[src/rtl/cem_playout_pkg.sv]
// Package: shared constants and helpers for the playout buffer.
// Assumes: byte-wide data path.
package cem_playout_pkg;
    localparam int BYTE_W = 8;
    localparam logic [BYTE_W-1:0] IDLE_BYTE = 8'hFF;
endpackage

[src/rtl/cem_pb_ram.sv]
// Module: simple dual-port RAM, one clock, registered read.
// Assumes: the caller never reads and writes the same address in one cycle.
module cem_pb_ram #(
    parameter int DEPTH  = 256,
    parameter int ADDR_W = 8,
    parameter int DATA_W = 8
) (
    input  logic              clk,
    input  logic              we,
    input  logic [ADDR_W-1:0] waddr,
    input  logic [DATA_W-1:0] wdata,
    input  logic              re,
    input  logic [ADDR_W-1:0] raddr,
    output logic [DATA_W-1:0] rdata
);
    logic [DATA_W-1:0] mem [DEPTH];

    // Store an accepted byte.
    always_ff @(posedge clk) begin
        if (we) mem[waddr] <= wdata;
    end

    // Fetch the head byte on a pop.
    always_ff @(posedge clk) begin
        if (re) rdata <= mem[raddr];
    end
endmodule

[src/rtl/cem_pb_satcnt.sv]
// Module: saturating event counter.
// Assumes: one increment per cycle at most.
module cem_pb_satcnt #(
    parameter int CNT_W = 16
) (
    input  logic             clk,
    input  logic             rst_n,
    input  logic             inc,
    output logic [CNT_W-1:0] cnt
);
    localparam logic [CNT_W-1:0] CNT_MAX = '1;

    // Count up and stick at all-ones.
    always_ff @(posedge clk) begin
        if (!rst_n)                      cnt <= '0;
        else if (inc && cnt != CNT_MAX)  cnt <= cnt + 1'b1;
    end
endmodule

[src/rtl/cem_pb_ctrl.sv]
// Module: pointer, level and threshold state machine for the playout buffer.
// Assumes: 1 <= lo < hi <= DEPTH; decisions use the level before the edge.
module cem_pb_ctrl #(
    parameter int DEPTH  = 256,
    parameter int ADDR_W = 8,
    parameter int LVL_W  = 9
) (
    input  logic              clk,
    input  logic              rst_n,
    input  logic [LVL_W-1:0]  cfg_lo,
    input  logic [LVL_W-1:0]  cfg_hi,
    input  logic              wr_en,
    input  logic              rd_en,
    output logic              push,
    output logic              pop,
    output logic              fill_rd,
    output logic              drop,
    output logic [ADDR_W-1:0] wptr,
    output logic [ADDR_W-1:0] rptr,
    output logic [LVL_W-1:0]  level,
    output logic              starved,
    output logic              flooded
);
    localparam logic [ADDR_W-1:0] LAST_ADDR = ADDR_W'(DEPTH - 1);

    logic empty;
    logic at_hi;

    // Decide what happens to this cycle's read and write.
    always_comb begin
        empty   = (level == '0);
        at_hi   = (level >= cfg_hi);
        pop     = rd_en && !starved && !empty;
        fill_rd = rd_en && !pop;
        push    = wr_en && !flooded && !at_hi;
        drop    = wr_en && !push;
    end

    // Advance the write pointer, wrapping at DEPTH.
    always_ff @(posedge clk) begin
        if (!rst_n)    wptr <= '0;
        else if (push) wptr <= (wptr == LAST_ADDR) ? '0 : wptr + 1'b1;
    end

    // Advance the read pointer, wrapping at DEPTH.
    always_ff @(posedge clk) begin
        if (!rst_n)   rptr <= '0;
        else if (pop) rptr <= (rptr == LAST_ADDR) ? '0 : rptr + 1'b1;
    end

    // Track stored byte count.
    always_ff @(posedge clk) begin
        if (!rst_n)            level <= '0;
        else if (push && !pop) level <= level + 1'b1;
        else if (pop && !push) level <= level - 1'b1;
    end

    // Hold/starved state: entered on an empty read, left once the low mark is met.
    always_ff @(posedge clk) begin
        if (!rst_n)       starved <= 1'b1;
        else if (starved) starved <= (level < cfg_lo);
        else              starved <= rd_en && empty;
    end

    // Discard state: entered on a write at the high mark, left at the low mark.
    always_ff @(posedge clk) begin
        if (!rst_n)       flooded <= 1'b0;
        else if (flooded) flooded <= (level > cfg_lo);
        else              flooded <= wr_en && at_hi;
    end
endmodule

[src/rtl/cem_playout_buf.sv]
// Module: circuit emulation playout buffer top.
// Assumes: single clock; cfg_lo/cfg_hi quasi-static with 1 <= lo < hi <= DEPTH.
module cem_playout_buf
    import cem_playout_pkg::*;
#(
    parameter int DEPTH = 256,
    parameter int CNT_W = 16,
    localparam int ADDR_W = (DEPTH > 1) ? $clog2(DEPTH) : 1,
    localparam int LVL_W  = $clog2(DEPTH + 1)
) (
    input  logic              clk,
    input  logic              rst_n,
    input  logic [LVL_W-1:0]  cfg_lo,
    input  logic [LVL_W-1:0]  cfg_hi,
    input  logic              wr_en,
    input  logic [7:0]        wr_data,
    input  logic              rd_en,
    output logic [7:0]        rd_data,
    output logic              rd_valid,
    output logic              underflow,
    output logic              overflow,
    output logic [LVL_W-1:0]  level,
    output logic [CNT_W-1:0]  ins_cnt,
    output logic [CNT_W-1:0]  drop_cnt
);
    logic              push, pop, fill_rd, drop;
    logic [ADDR_W-1:0] wptr, rptr;
    logic [7:0]        ram_q;
    logic              fill_q;

    cem_pb_ctrl #(.DEPTH(DEPTH), .ADDR_W(ADDR_W), .LVL_W(LVL_W)) u_ctrl (
        .clk(clk), .rst_n(rst_n), .cfg_lo(cfg_lo), .cfg_hi(cfg_hi),
        .wr_en(wr_en), .rd_en(rd_en), .push(push), .pop(pop),
        .fill_rd(fill_rd), .drop(drop), .wptr(wptr), .rptr(rptr),
        .level(level), .starved(underflow), .flooded(overflow)
    );

    cem_pb_ram #(.DEPTH(DEPTH), .ADDR_W(ADDR_W), .DATA_W(BYTE_W)) u_ram (
        .clk(clk), .we(push), .waddr(wptr), .wdata(wr_data),
        .re(pop), .raddr(rptr), .rdata(ram_q)
    );

    cem_pb_satcnt #(.CNT_W(CNT_W)) u_ins_cnt (
        .clk(clk), .rst_n(rst_n), .inc(fill_rd), .cnt(ins_cnt)
    );

    cem_pb_satcnt #(.CNT_W(CNT_W)) u_drop_cnt (
        .clk(clk), .rst_n(rst_n), .inc(drop), .cnt(drop_cnt)
    );

    // Remember whether last cycle's read was answered from storage or fill.
    always_ff @(posedge clk) begin
        if (!rst_n) begin
            rd_valid <= 1'b0;
            fill_q   <= 1'b0;
        end else begin
            rd_valid <= rd_en;
            fill_q   <= fill_rd;
        end
    end

    // Select the played byte.
    always_comb rd_data = fill_q ? IDLE_BYTE : ram_q;
endmodule

[config.mk]
export PLATFORM = sky130hd
export DESIGN_NAME = cem_playout_buf
export DESIGN_NICKNAME = d
export VERILOG_FILES = /design/src/rtl/cem_playout_pkg.sv /design/src/rtl/cem_pb_ram.sv /design/src/rtl/cem_pb_satcnt.sv /design/src/rtl/cem_pb_ctrl.sv /design/src/rtl/cem_playout_buf.sv
export SDC_FILE = /design/constraint.sdc
export NUM_CORES = 2
export LEC_CHECK = 0
export ABC_AREA = 0
export BUFFER_PORTS_ARGS = -buffer_cell sky130_fd_sc_hd__clkbuf_2
export CAP_MARGIN = 10
export CORE_MARGIN = 1.5
export CORE_UTILIZATION = 30
export CTS_BUF_LIST = sky130_fd_sc_hd__clkbuf_8
export CTS_CLUSTER_SIZE = 8
export DETAILED_ROUTE_END_ITERATION = 10
export HOLD_SLACK_MARGIN = 0.02
export PLACE_DENSITY = 0.45
export SYNTH_ARGS = -nofsm -noshare
export SYNTH_HDL_FRONTEND = slang
export SYNTH_SLANG_ARGS = --single-unit
[constraint.sdc]
create_clock -name clk -period 6.95 [get_ports clk]
set_clock_uncertainty 0.2 [all_clocks]
set_input_delay 1.39 -clock clk [delete_from_list [all_inputs] [get_ports clk]]
set_output_delay 1.39 -clock clk [all_outputs]
set_load 0.02 [all_outputs]
**Word level (Yosys, flattened, before mapping)**

Memory sizes are Yosys's and may differ from the RTL's. A register that Yosys moved wholly into a read port is not among the register bits.
Index checks and enable logic that the tools add are counted.

- Bits of input ports: 30
- Logic and storage cells: 52
- Memory bits (writable): 2048
- Flip-flop bits (word level): 61
- Memories kept: 1
- Output and inout port bits: 52

- Equality and inequality tests: 4
- Muxes and demuxes: 9
- $lt $le $gt $ge: 3
- Add/sub/neg operators: 6
- Reductions and logical operators: 20

Memory list:

| memory | depth | bits a word | rd ports | clocked after memory_dff | wr ports | RTL line | text |
|---|---|---|---|---|---|---|---|
| u_ram.mem | 256 | 8 | 1 | 1 | 1 | cem_pb_ram.sv:16 | `logic [DATA_W-1:0] mem [DEPTH];` |

Operator list:

| cell | number |
|---|---|
| adder 16 x 1 -> 16 bit (second input constant) | 2 |
| != test 16 bit (second input constant) | 2 |
| 2-to-1 mux 8 bit | 3 |
| 2-to-1 mux 9 bit | 2 |
| adder 8 x 1 -> 8 bit (second input constant) | 2 |
| == test 8 bit (second input constant) | 2 |
| logical AND 1 bit | 12 |
| adder 9 x 1 -> 9 bit (second input constant) | 1 |
| greater-or-equal comparator 9 bit | 1 |
| greater-than comparator 9 bit | 1 |
| zero test 9 bit | 1 |
| < comparator 9 bit | 1 |
| subtractor 9 x 1 -> 9 bit (second input constant) | 1 |
| zero test 1 bit | 6 |
| 2-to-1 mux 1 bit | 4 |
| nonzero test 2 bit | 1 |

**Logic depth before layout (Yosys ltp)**

- Depth in word-level cells: 7
- Gate-level depth with buffers: 18
- Gate-level depth less buffers: 17

**Cells and area by module**

From an unflattened synthesis, not the netlist that was laid out.

- Cells, all modules: 4181
- Area total of the unflattened synthesis: 83400.0 µm²

By module, submodules not included:

| module | cells each | area each (µm²) | sequential area each (µm²) | instances |
|---|---|---|---|---|
| cem_pb_ram | 3733 | 79636.4 | 61739.2 | 1 |
| cem_pb_ctrl | 242 | 1986.9 | 540.5 | 1 |
| cem_pb_satcnt | 97 | 837.1 | 320.3 | 2 |
| cem_playout_buf | 12 | 102.6 | 40.0 | 1 |

**Least setup slack after synthesis**

OpenSTA, ideal clock, no wires.

- Path kind: in2reg
- From: input cfg_hi[0]
- To: register u_ctrl.level[8]
- Required time: 6.678 ns
- Library setup time: 0.072 ns
- Setup slack: 1.602 ns
- Path buffers: 1
- Arrival time: 5.076 ns
- Cell stages on the path: 17
- Path through: ha_1 > nand2b_1 > a21o_1 > a211o_1 > a211oi_2 > o21a_1 > buf_4 > ha_1 > inv_1 > ha_1 > nor2b_1 > o21ai_0 > a21boi_0 > o21a_1 > o41ai_1 > mux2i_1 > mux2i_1

- Longest elaborated chain between the ends: 6
- Elaborated cells between the ends (all ways): 8
- Those cells by class: 1 x order compare; 1 x mux; 6 x reduce/logical

RTL lines:

| element | RTL line | text |
|---|---|---|
| start, declared | cem_playout_buf.sv:14 | `input logic [LVL_W-1:0] cfg_hi,` |
| greater-or-equal comparator 9 bit (*) | cem_pb_ctrl.sv:32 | `at_hi = (level >= cfg_hi);` |
| zero test 1 bit (*) | cem_pb_ctrl.sv:35 | `push = wr_en && !flooded && !at_hi;` |
| logical AND 1 bit (*) | cem_pb_ctrl.sv:35 |  |
| net push | cem_playout_buf.sv:26 | `logic push, pop, fill_rd, drop;` |
| zero test 1 bit | cem_pb_ctrl.sv:55 | `else if (pop && !push) level <= level - 1'b1;` |
| logical AND 1 bit | cem_pb_ctrl.sv:55 |  |
| nonzero test 2 bit (no line) | n/a |  |
| end signal, assigned | cem_pb_ctrl.sv:54 | `else if (push && !pop) level <= level + 1'b1;` |
| end signal, assigned | cem_pb_ctrl.sv:55 |  |
| end, declared | cem_pb_ctrl.sv:20 | `output logic [LVL_W-1:0] level,` |

Mark *: on every way through the listed nets, which the timed path passes. The rest lies on a longest branch.
A chain may end at the register's enable or synchronous reset.

**Worst setup path after layout**

- From: register u_ctrl.level[0]
- To: memory u_ram.mem[230][6] (enable)

- Longest elaborated chain between the ends: 5

RTL lines:

| element | RTL line | text |
|---|---|---|
| greater-or-equal comparator 9 bit | cem_pb_ctrl.sv:32 |  |
| zero test 1 bit | cem_pb_ctrl.sv:35 |  |
| logical AND 1 bit | cem_pb_ctrl.sv:35 |  |
| 2-to-1 mux 1 bit | cem_pb_ram.sv:20 | `if (we) mem[waddr] <= wdata;` |
| 2-to-1 mux 1 bit (implied by the code) | cem_pb_ram.sv:20 |  |
| end, declared | cem_pb_ram.sv:16 |  |

No other way between the ends.

==> impl_metrics.toml <==
[outcome]
status = "completed"

[final_layout]
multiInputGateArea_um2 = 19100
fillCellCount = 26300
syn_to_final_growth_pct = 13.7
seqCellArea_um2 = 63000
post-route-util = 0.343
final_net_count = 4638
layout-drive-gt1-share = 0.239

[clock_tree]
postCtsResizedCells = 0
ctsHoldBuffers = 0
h-tree-depth = 5
cts_tree = "yes"
clock_sinks = 2117
post-cts-setup-buffers = 0
clock_path_buffers = 4
clk_pin_slew_worst_paths_ns = 0.06
cts_made_buffers = 374
clock_latency_ns = 1.08
root_buffer = "clkbuf_8"

[timing]
tns_ns = 0
fin_crit_ns = 4.96
period_share = 0.714
slew_viol_final = 0
hold_viol_final = 0
max_freq_mhz = 202
rsz0062_at_grt = "false"
setup_violations = 0
slew_headroom = 0.177
worstMarginPinSlew_ns = 1.23

[critical_path]
critPathArrivalTime_ns = 5.42
crit_type = "flop to flop"
crit_path_start_kind = "flop"
crit_fanout = 16
rr_endpoint = "u_ram.mem[230][6]$_DFFE_PP_"
reg2regPathDepth = 10
critPathRequiredTime_ns = 7.41
endpoint_kind = "flop"
r2r-start = "u_ctrl.level[0]$_SDFFE_PN0P_"
r2r_slack_ns = 1.99

[grt]
grt_use_total = 0.181
antenna_found_initial = 15
globalRouteOverflowTotal = 0
grt_start_max_net_pins = 140
first_global_vias = 45300
grt_first_pass_wirelength_um = 359000

[floorplan]
ios = 82
die_y_um = 531
core-area_um2 = 277000
die_x_um = 531
row_count = 193
start_util = 0.302
dieArea_um2 = 282000

[synthesis]
async_flop_share = 0
syn_nets = 4316
synth_edf_count = 2056
ys.flop_type = "edfxtp_1"
synth-seq-cells = 2117
yosys_warnings = 0
avgSynthCellArea_um2 = 19.6
synth_cell_types = 81
postSynthCellCount = 4252
syn_area_um2 = 83500
ys_seq_area_frac = 0.754

[hold_path]
holdCritStartpoint = "u_drop_cnt.cnt[13]$_SDFFE_PN0P_"
hp-class = "flop to flop"
holdPathEnd = "u_drop_cnt.cnt[13]$_SDFFE_PN0P_"
min_path_cells = 2

[power_and_ir_drop]
vdd_drop_max_uv = 145
p_per_area_nw_per_um2 = 286
p_leak_nw = 28.7

[placement]
hpwl_um = 152000
gp_routability_congestion = 0.830
io_buffers = 81

[detailed_routing]
vias = 43900
viasPerCell = 5.13
ant_nets = 0
wl_um = 257000
first_pass_iters = 6
drt_iter0_drc = 4685
drc = 0
post_drt_wl_per_cell_um = 30.1

[flow_run]
drv_cap = 0
critical path: stages, from the launching register on:
cell	delay, ns
dfxtp_1	0.41
inv_1	0.14
ha_1	0.28
nand2b_1	0.14
a21o_1	0.17
a211o_1	0.34
a211oi_2	0.24
o21a_2	0.49
buf_4	0.39
nand3_4	0.79
nor2_1	0.91
flip-flops by register name (all words and copies together) (netlist names):
| register | flops |
|---|---|
| rd_valid | 1 |
| u_ram.rdata | 8 |
| u_ctrl.wptr | 8 |
| u_drop_cnt.cnt | 16 |
| fill_q | 1 |
| u_ctrl.starved | 1 |
| u_ctrl.level | 9 |
| u_ctrl.rptr | 8 |
| u_ram.mem | 2048 |
| u_ctrl.flooded | 1 |
| u_ins_cnt.cnt | 16 |
cell usage after synthesis, drive strengths merged (60+ instances only):
cell	count	area [um2]
mux2i	170	1700
clkbuf	98	368
mux4	431	9710
a22oi	60	450
o21ai	72	360
nor2	342	1280
edfxtp	2056	61700
dfxtp	61	1220
o22ai	60	375
nand2	110	413
nand3	61	480
buf	150	1030
a21oi	88	440
through the flow:
step / hold WS (ns) / instances / area, um2 / total power, mW / setup slack (ns)
after floorplan: 0.350 / 4252 / 83500 / 16.1 / 1.60
after global placement: 0.284 / 7902 / 88400 / 17.1 / 1.03
after detailed placement: 0.294 / 7902 / 88400 / 17.0 / 1.00
after CTS: 0.304 / 8546 / 94900 / 27.5 / 1.92
after global routing: 0.326 / 8548 / 94900 / 28.1 / 1.66
final: 0.305 / 8550 / 94900 / 27.2 / 1.99
kinds of logic (layout without fill, tap and decap cells):
kind of cell,after synthesis,after routing,synth area share
AOI/OAI and AO/OA,485,485,0.0401
DFF,2117,2117,0.754
buffers and inverters,290,880,0.0187
muxes,644,644,0.142
other,0,3,0
and+or+nand+nor,655,655,0.0369
adders and majority gates,34,34,0.00518
xor gates and xnor gates,27,27,0.00283
area by class of cell:
| cell class | count | area share |
|---|---|---|
| multi-input cells | 1845 | 0.201 |
| inverters | 42 | 0.00169 |
| clock buffers | 385 | 0.0558 |
| diodes | 3 | 0.0000791 |
| repair buffers | 194 | 0.0163 |
| clock inverters | 259 | 0.0131 |
| well taps | 3705 | 0.0488 |
| flip-flops and latches | 2117 | 0.664 |
report_power, final:
group	leakage, nW	internal, mW	switching (mW)	total (mW)
Sequential	19.0	14.1	0.0906	14.2
Combinational	5.95	0.976	1.58	2.56
Clock	3.80	5.36	5.08	10.4
Total	28.7	20.4	6.75	27.2
per-layer routing:
metal	vias up	track usage	routed length (um)
li1	18200	-	-
met4	0	0.0515	6000
met2	1687	0.283	119000
met1	23600	0.253	113000
met5	-	0	0
met3	353	0.0414	18800
cell usage in the layout (no fill, tap or decap), types with 88 or more instances in the layout:
cell type	Yosys	routed
a21oi_1	88	88
buf_4	22	95
clkbuf_8	0	386
clkinv_1	0	91
edfxtp_1	2056	2056
inv_1	40	159
mux2i_1	170	170
mux4_2	431	431
nand2_1	110	110
nor2_1	342	340
how the worst max path moves through the flow:
stage | end | startpoint
6_report | u_ram.mem[230][6]$_DFFE_PP_ | u_ctrl.level[0]$_SDFFE_PN0P_
5_1_grt | u_ctrl.level[8]$_SDFFE_PN0P_ | u_ctrl.level[0]$_SDFFE_PN0P_
4_1_cts | u_ram.mem[36][1]$_DFFE_PP_ | u_ctrl.level[0]$_SDFFE_PN0P_
3_5_place_dp | u_ram.mem[134][2]$_DFFE_PP_ | cfg_hi[0]
3_3_place_gp | u_ram.mem[86][7]$_DFFE_PP_ | cfg_hi[0]
2_1_floorplan | u_ctrl.level[8]$_SDFFE_PN0P_ | cfg_hi[0]
Note: power is estimated with default switching activity, not from simulation.
